==> config.mk <==
export PLATFORM = sky130hd
export DESIGN_NAME = nfc_ecc_check
export DESIGN_NICKNAME = d
export VERILOG_FILES = /design/src/rtl/nfc_ecc_pkg.sv /design/src/rtl/nfc_ecc_popcnt.sv /design/src/rtl/nfc_ecc_chunk_dec.sv /design/src/rtl/nfc_ecc_check.sv
export SDC_FILE = /design/constraint.sdc
export NUM_CORES = 1
export LEC_CHECK = 0
export ABC_CLOCK_PERIOD_IN_PS = 10000
export BUFFER_PORTS_ARGS = -buffer_cell sky130_fd_sc_hd__buf_2
export CAP_MARGIN = 5
export CORE_ASPECT_RATIO = 1.1
export CORE_MARGIN = 2
export CORE_UTILIZATION = 44
export DETAILED_ROUTE_END_ITERATION = 7
export PLACE_DENSITY = 0.74
export SLEW_MARGIN = 20
export SYNTH_ARGS = -nofsm -noshare
export SYNTH_HDL_FRONTEND = slang
export SYNTH_SLANG_ARGS = --single-unit
==> constraint.sdc <==
create_clock -name clk -period 10 [get_ports clk]
set_clock_uncertainty 0.05 [all_clocks]
set_input_delay 0.5 -clock clk [delete_from_list [all_inputs] [get_ports clk]]
set_output_delay 0.5 -clock clk [all_outputs]
set_load 0.03 [all_outputs]
==> src/rtl/nfc_ecc_pkg.sv <==
package nfc_ecc_pkg;

    typedef enum logic [1:0] {
        ECC_CLEAN     = 2'd0,
        ECC_FIELD_ERR = 2'd1,
        ECC_FIXABLE   = 2'd2,
        ECC_FATAL     = 2'd3
    } ecc_class_e;

endpackage

==> src/rtl/nfc_ecc_popcnt.sv <==
module nfc_ecc_popcnt #(
    parameter int W  = 22,
    localparam int CW = $clog2(W + 1)
) (
    input  logic [W-1:0]  vec_i,
    output logic [CW-1:0] count_o
);
    always_comb begin
        count_o = '0;
        for (int i = 0; i < W; i++) begin
            count_o = count_o + CW'(vec_i[i]);
        end
    end
endmodule

==> src/rtl/nfc_ecc_chunk_dec.sv <==
module nfc_ecc_chunk_dec
    import nfc_ecc_pkg::*;
#(
    parameter int PARITY_W = 11,
    localparam int CODE_W = 2 * PARITY_W,
    localparam int BYTE_W = PARITY_W - 3,
    localparam int CW     = $clog2(CODE_W + 1)
) (
    input  logic [CODE_W-1:0] calc_i,
    input  logic [CODE_W-1:0] stored_i,
    output ecc_class_e        class_o,
    output logic [BYTE_W-1:0] byte_o,
    output logic [2:0]        bit_o
);
    logic [CODE_W-1:0]   syn;
    logic [PARITY_W-1:0] half_mix;
    logic [CW-1:0]       ones;

    assign syn      = calc_i ^ stored_i;
    assign half_mix = syn[PARITY_W-1:0] ^ syn[CODE_W-1:PARITY_W];

    nfc_ecc_popcnt #(.W(CODE_W)) u_pop (
        .vec_i   (syn),
        .count_o (ones)
    );

    always_comb begin
        class_o = ECC_CLEAN;
        byte_o  = '0;
        bit_o   = '0;
        if (syn == '0 || calc_i == '0 || stored_i == '0) begin
            class_o = ECC_CLEAN;
        end else if (ones == CW'(1)) begin
            class_o = ECC_FIELD_ERR;
        end else if (ones == CW'(PARITY_W) && half_mix == '1) begin
            class_o = ECC_FIXABLE;
            byte_o  = syn[PARITY_W-1:3];
            bit_o   = syn[2:0];
        end else begin
            class_o = ECC_FATAL;
        end
    end
endmodule

==> src/rtl/nfc_ecc_check.sv <==
module nfc_ecc_check
    import nfc_ecc_pkg::*;
#(
    parameter int NUM_CHUNKS = 2,
    parameter int PARITY_W   = 11,
    localparam int CODE_W     = 2 * PARITY_W,
    localparam int CODE_BYTES = (CODE_W + 7) / 8,
    localparam int LANE_W     = CODE_BYTES * 8,
    localparam int BYTE_W     = PARITY_W - 3
) (
    input  logic                         clk,
    input  logic                         rst_n,
    input  logic                         start_i,
    input  logic [NUM_CHUNKS*LANE_W-1:0] calc_code_i,
    input  logic [NUM_CHUNKS*LANE_W-1:0] stored_code_i,
    output logic                         done_o,
    output logic                         fail_o,
    output logic [NUM_CHUNKS*2-1:0]      class_o,
    output logic [NUM_CHUNKS*BYTE_W-1:0] fix_byte_o,
    output logic [NUM_CHUNKS*3-1:0]      fix_bit_o
);
    typedef struct packed {
        logic                         done;
        logic                         fail;
        logic [NUM_CHUNKS*2-1:0]      cls;
        logic [NUM_CHUNKS*BYTE_W-1:0] byt;
        logic [NUM_CHUNKS*3-1:0]      bpos;
    } res_t;

    res_t res_d, res_q;

    ecc_class_e  dec_cls  [NUM_CHUNKS];
    logic [BYTE_W-1:0] dec_byte [NUM_CHUNKS];
    logic [2:0]        dec_bit  [NUM_CHUNKS];

    for (genvar c = 0; c < NUM_CHUNKS; c++) begin : g_chunk
        nfc_ecc_chunk_dec #(.PARITY_W(PARITY_W)) u_dec (
            .calc_i   (calc_code_i[c*LANE_W +: CODE_W]),
            .stored_i (stored_code_i[c*LANE_W +: CODE_W]),
            .class_o  (dec_cls[c]),
            .byte_o   (dec_byte[c]),
            .bit_o    (dec_bit[c])
        );
    end

    always_comb begin
        res_d      = res_q;
        res_d.done = 1'b0;
        if (start_i) begin
            res_d.done = 1'b1;
            res_d.fail = 1'b0;
            for (int c = 0; c < NUM_CHUNKS; c++) begin
                res_d.cls[c*2 +: 2]       = dec_cls[c];
                res_d.byt[c*BYTE_W +: BYTE_W] = dec_byte[c];
                res_d.bpos[c*3 +: 3]      = dec_bit[c];
                if (dec_cls[c] == ECC_FIELD_ERR || dec_cls[c] == ECC_FATAL) begin
                    res_d.fail = 1'b1;
                end
            end
        end
    end

    always_ff @(posedge clk) begin
        if (!rst_n) begin
            res_q <= '0;
        end else begin
            res_q <= res_d;
        end
    end

    assign done_o     = res_q.done;
    assign fail_o     = res_q.fail;
    assign class_o    = res_q.cls;
    assign fix_byte_o = res_q.byt;
    assign fix_bit_o  = res_q.bpos;
endmodule

==> load_flow_metrics.sql <==
INSERT INTO impl_metrics (metric_group, metric, value, unit) VALUES
('run_status', 'outcome', 'completed', ''),
('global_route', 'initial_antenna_violation_count', '0', ''),
('global_route', 'grt_most_used_layer', 'met2', ''),
('timing', 'final.period_utilization', '61.9', '%'),
('timing', 'finalHoldViolCount', '0', ''),
('critical_path', 'worst_r2r_startpoint', 'fail_o$_SDFFE_PN0P_', ''),
('floorplan', 'start_util', '45.0', '%'),
('critical_path', 'rrSetupSlack', '9170', 'ps'),
('timing', 'timing_max_transition_violations_final', '0', ''),
('global_route', 'grt-ovfl-total', '0', ''),
('layout', 'area_growth_syn_to_layout', '23.4', '%'),
('global_route', 'met3_usage', '2.85', '%'),
('drt', 'wire_per_inst', '16.1', 'um'),
('global_route', 'grt_max_degree', '24', ''),
('global_route', 'gr-usage-all-layers', '22.6', '%'),
('drt', 'post_drt_via_cell_ratio', '5.40', ''),
('yosys', 'cells_after_synth', '337', ''),
('critical_path', 'worst_setup_path_startpoint', 'stored_code_i[5]', ''),
('hold_path', 'min_from', 'fix_byte_o[10]$_SDFFE_PN0P_', ''),
('critical_path', 'critPathKind', 'in -> reg', ''),
('clock_tree', 'cts-root-buf', 'clkbuf_8', ''),
('drt', 'drtIter0Drc', '112', ''),
('power_and_ir_drop', 'power.ir.vdd_worst', '0.295', 'mV'),
('timing', 'finalSetupViolations', '0', ''),
('job', 'cap_viol_max_count', '0', ''),
('timing', 'tightest_slew', '713', 'ps'),
('layout', 'utilization', '55.6', '%'),
('power_and_ir_drop', 'power.leakage', '1.82', 'nW'),
('floorplan', 'top_level_ports', '127', ''),
('global_route', 'grt.met1_usage', '25.8', '%'),
('layout', 'final_net_count', '597', ''),
('placed_design', 'post-place-ws', '3630', 'ps'),
('global_route', 'grt_util_met2', '44.2', '%'),
('critical_path', 'timing.critical_path.arrival', '6350', 'ps'),
('floorplan', 'fp.coreArea', '6930', 'um2'),
('yosys', 'synthDistinctLibCells', '39', ''),
('global_route', 'grt_first_pass_wirelength', '14100', 'um'),
('clock_tree', 'cts_tree', 'done', ''),
('clock_tree', 'clkSlewWorstSetupHoldPaths', '100', 'ps'),
('yosys', 'ys_seq_elements', '28', ''),
('placed_design', 'hpwl', '7420', 'um'),
('critical_path', 'cp-end-kind', 'flop', ''),
('drt', 'detail_route.wirelength', '8610', 'um'),
('power_and_ir_drop', 'p_sw_share', '46.9', '%'),
('clock_tree', 'clock_path_buffers', '2', ''),
('clock_tree', 'clock-sinks', '28', ''),
('power_and_ir_drop', 'part_of_the_power_in_combinational_logic', '78.8', '%'),
('power_and_ir_drop', 'finalPower', '0.000977', 'W'),
('yosys', 'synth.yosys.seq_area_share', '18.0', '%'),
('timing', 'timing.setup.tns', '0', 'ps'),
('timing', 'grt_setup_unrepaired', 'no', ''),
('clock_tree', 'tritoncts.num_buffers', '3', ''),
('timing', 'holdWs', '431', 'ps'),
('clock_tree', 'cts_repair_resize_count', '0', ''),
('drt', 'first_pass_iteration_count_of_the_detailed_router', '4', ''),
('power_and_ir_drop', 'power_switching', '0.000458', 'W'),
('global_route', 'first_global_vias', '2982', ''),
('timing', 'setup_ws', '3810', 'ps'),
('yosys', 'yosysWarnings', '0', ''),
('clock_tree', 'post_cts_hold_buffer_count', '0', ''),
('yosys', 'synth_nets', '482', ''),
('layout', 'filler_cell_count', '635', ''),
('yosys', 'post_synth.cell_area_avg', '9.26', 'um2'),
('critical_path', 'cp_data_required_time', '10160', 'ps'),
('floorplan', 'placement_rows', '32', ''),
('floorplan', 'die_width', '84.3', 'um'),
('drt', 'antenna_violating_nets_post_route', '0', ''),
('yosys', 'syn_area', '3120', 'um2'),
('floorplan', 'die_height', '92.3', 'um'),
('placed_design', 'place_congestion', '0.934', ''),
('hold_path', 'holdCritPathClass', 'reg -> reg', '');
per-layer routing:
| layer | share of wire, % | vias to the layer above | routed length (um) |
|---|---|---|---|
| met5 | 0 | - | 0 |
| met4 | 1.8 | 0 | 151 |
| met3 | 5.8 | 14 | 498 |
| met2 | 54 | 125 | 4690 |
| met1 | 38 | 1380 | 3270 |
| li1 | - | 1375 | - |
registers in the layout (all words and copies together), names as in the netlist:
signal	count
class_o	4
fix_byte_o	16
fail_o	1
fix_bit_o	6
done_o	1
cell usage after synthesis:
master      n  area, um2
nor4_1     22        138
nor3_1      2       10.0
inv_1      52        195
nand3_2     1       10.0
a21o_1      2       15.0
a31oi_1     2       12.5
nor2_1     18       67.6
fa_1       30        601
o21a_1      4       30.0
a21boi_1    1       7.51
nand4_1    15       93.8
and4_1      1       8.76
or4_1       5       37.5
mux2i_1     1       10.0
xnor2_2     5       81.3
ha_1       16        200
nor4b_1     1       8.76
a2bb2oi_1  12        105
or4_4       1       11.3
nor2b_1     6       37.5
dfxtp_1    28        561
buf_2       1       5.00
a211oi_1    1       7.51
nand2_1     7       26.3
xnor2_1    47        412
xor2_1     17        149
buf_6       1       11.3
nand3b_1    1       7.51
a21oi_1     3       15.0
o31a_1      1       8.76
o31ai_2     7       87.6
o21ai_1     3       15.0
o31ai_1     1       7.51
nand3_1    11       55.1
inv_2       1       3.75
nor4_4      1       21.3
nand4b_1    1       8.76
clkbuf_1    6       22.5
nor3b_1     2       15.0
critical path, stage by stage:
cell       delay (ps)
buf_2             110
xnor2_1           500
inv_1             140
fa_1              560
inv_1              50
fa_1              470
fa_1              540
fa_1              540
inv_1              60
fa_1              550
ha_1              170
inv_1              60
fa_1              380
nor2_1            120
mux2i_1            80
nor3b_1           240
nor4b_1           370
nand4_1           490
a2bb2oi_1         280
nor2_1            100
metrics by stage:
stage | instances | area (um2)
floorplan | 337 | 3120
global placement | 532 | 3780
detailed placement | 532 | 3780
CTS | 536 | 3850
global route | 536 | 3850
finish | 536 | 3850
area by class of cell:
class / count / area [um2] / share of cell area (%)
Multi-Input combinational cell: 248 / 2320 / 60.3
Timing Repair Buffer: 118 / 591 / 15.3
Sequential cell: 28 / 561 / 14.6
Inverter: 53 / 199 / 5.17
Tap cell: 85 / 106 / 2.76
Clock buffer: 3 / 41.3 / 1.07
Clock inverter: 1 / 30.0 / 0.780
path summary, 6_finish.rpt:
kind                                 endpoint  depth (start not counted)
setup / recovery   fix_byte_o[4]$_SDFFE_PN0P_                         20
hold reg to reg   fix_byte_o[10]$_SDFFE_PN0P_                          2
setup reg to reg          fail_o$_SDFFE_PN0P_                          2
hold / removal    fix_byte_o[10]$_SDFFE_PN0P_                          2
logic make-up after synthesis:
logic type | synth area share, %
AO/OA/AOI/OAI | 9.99
flip-flops | 18.0
XOR/XNOR | 20.6
buffers and inverters | 7.62
adder cells (fa/ha/maj) | 25.7
AND/OR/NAND/NOR | 17.9
multiplexers | 0.321
cell usage in the layout (no fill, tap or decap), types with 2 or more instances in the layout:
cell / n
buf_2: 118
nor3_1: 2
clkbuf_8: 3
xor2_1: 17
nor4_1: 22
a21oi_1: 3
a21o_1: 2
a2bb2oi_1: 12
nor2b_1: 6
ha_1: 16
o31ai_2: 7
o21ai_1: 3
nor3b_1: 2
xnor2_2: 5
nand4_1: 15
nand3_1: 11
a31oi_1: 2
nand2_1: 7
inv_1: 52
xnor2_1: 47
or4_1: 5
o21a_1: 4
dfxtp_1: 28
fa_1: 30
nor2_1: 18
power by group through the flow:
| stage | clock [W] | combinational, W | sequential [W] |
|---|---|---|---|
| 5_1_grt | 0.0000934 | 0.000891 | 0.000119 |
| 4_1_cts | 0.0000899 | 0.000779 | 0.000118 |
| 3_5_place_dp | 0 | 0.000773 | 0.000121 |
| 2_1_floorplan | 0 | 0.000588 | 0.000130 |
| 3_3_place_gp | 0 | 0.000733 | 0.000121 |
| 6_report | 0.0000893 | 0.000769 | 0.000118 |
(Power assumes the default switching activity.)
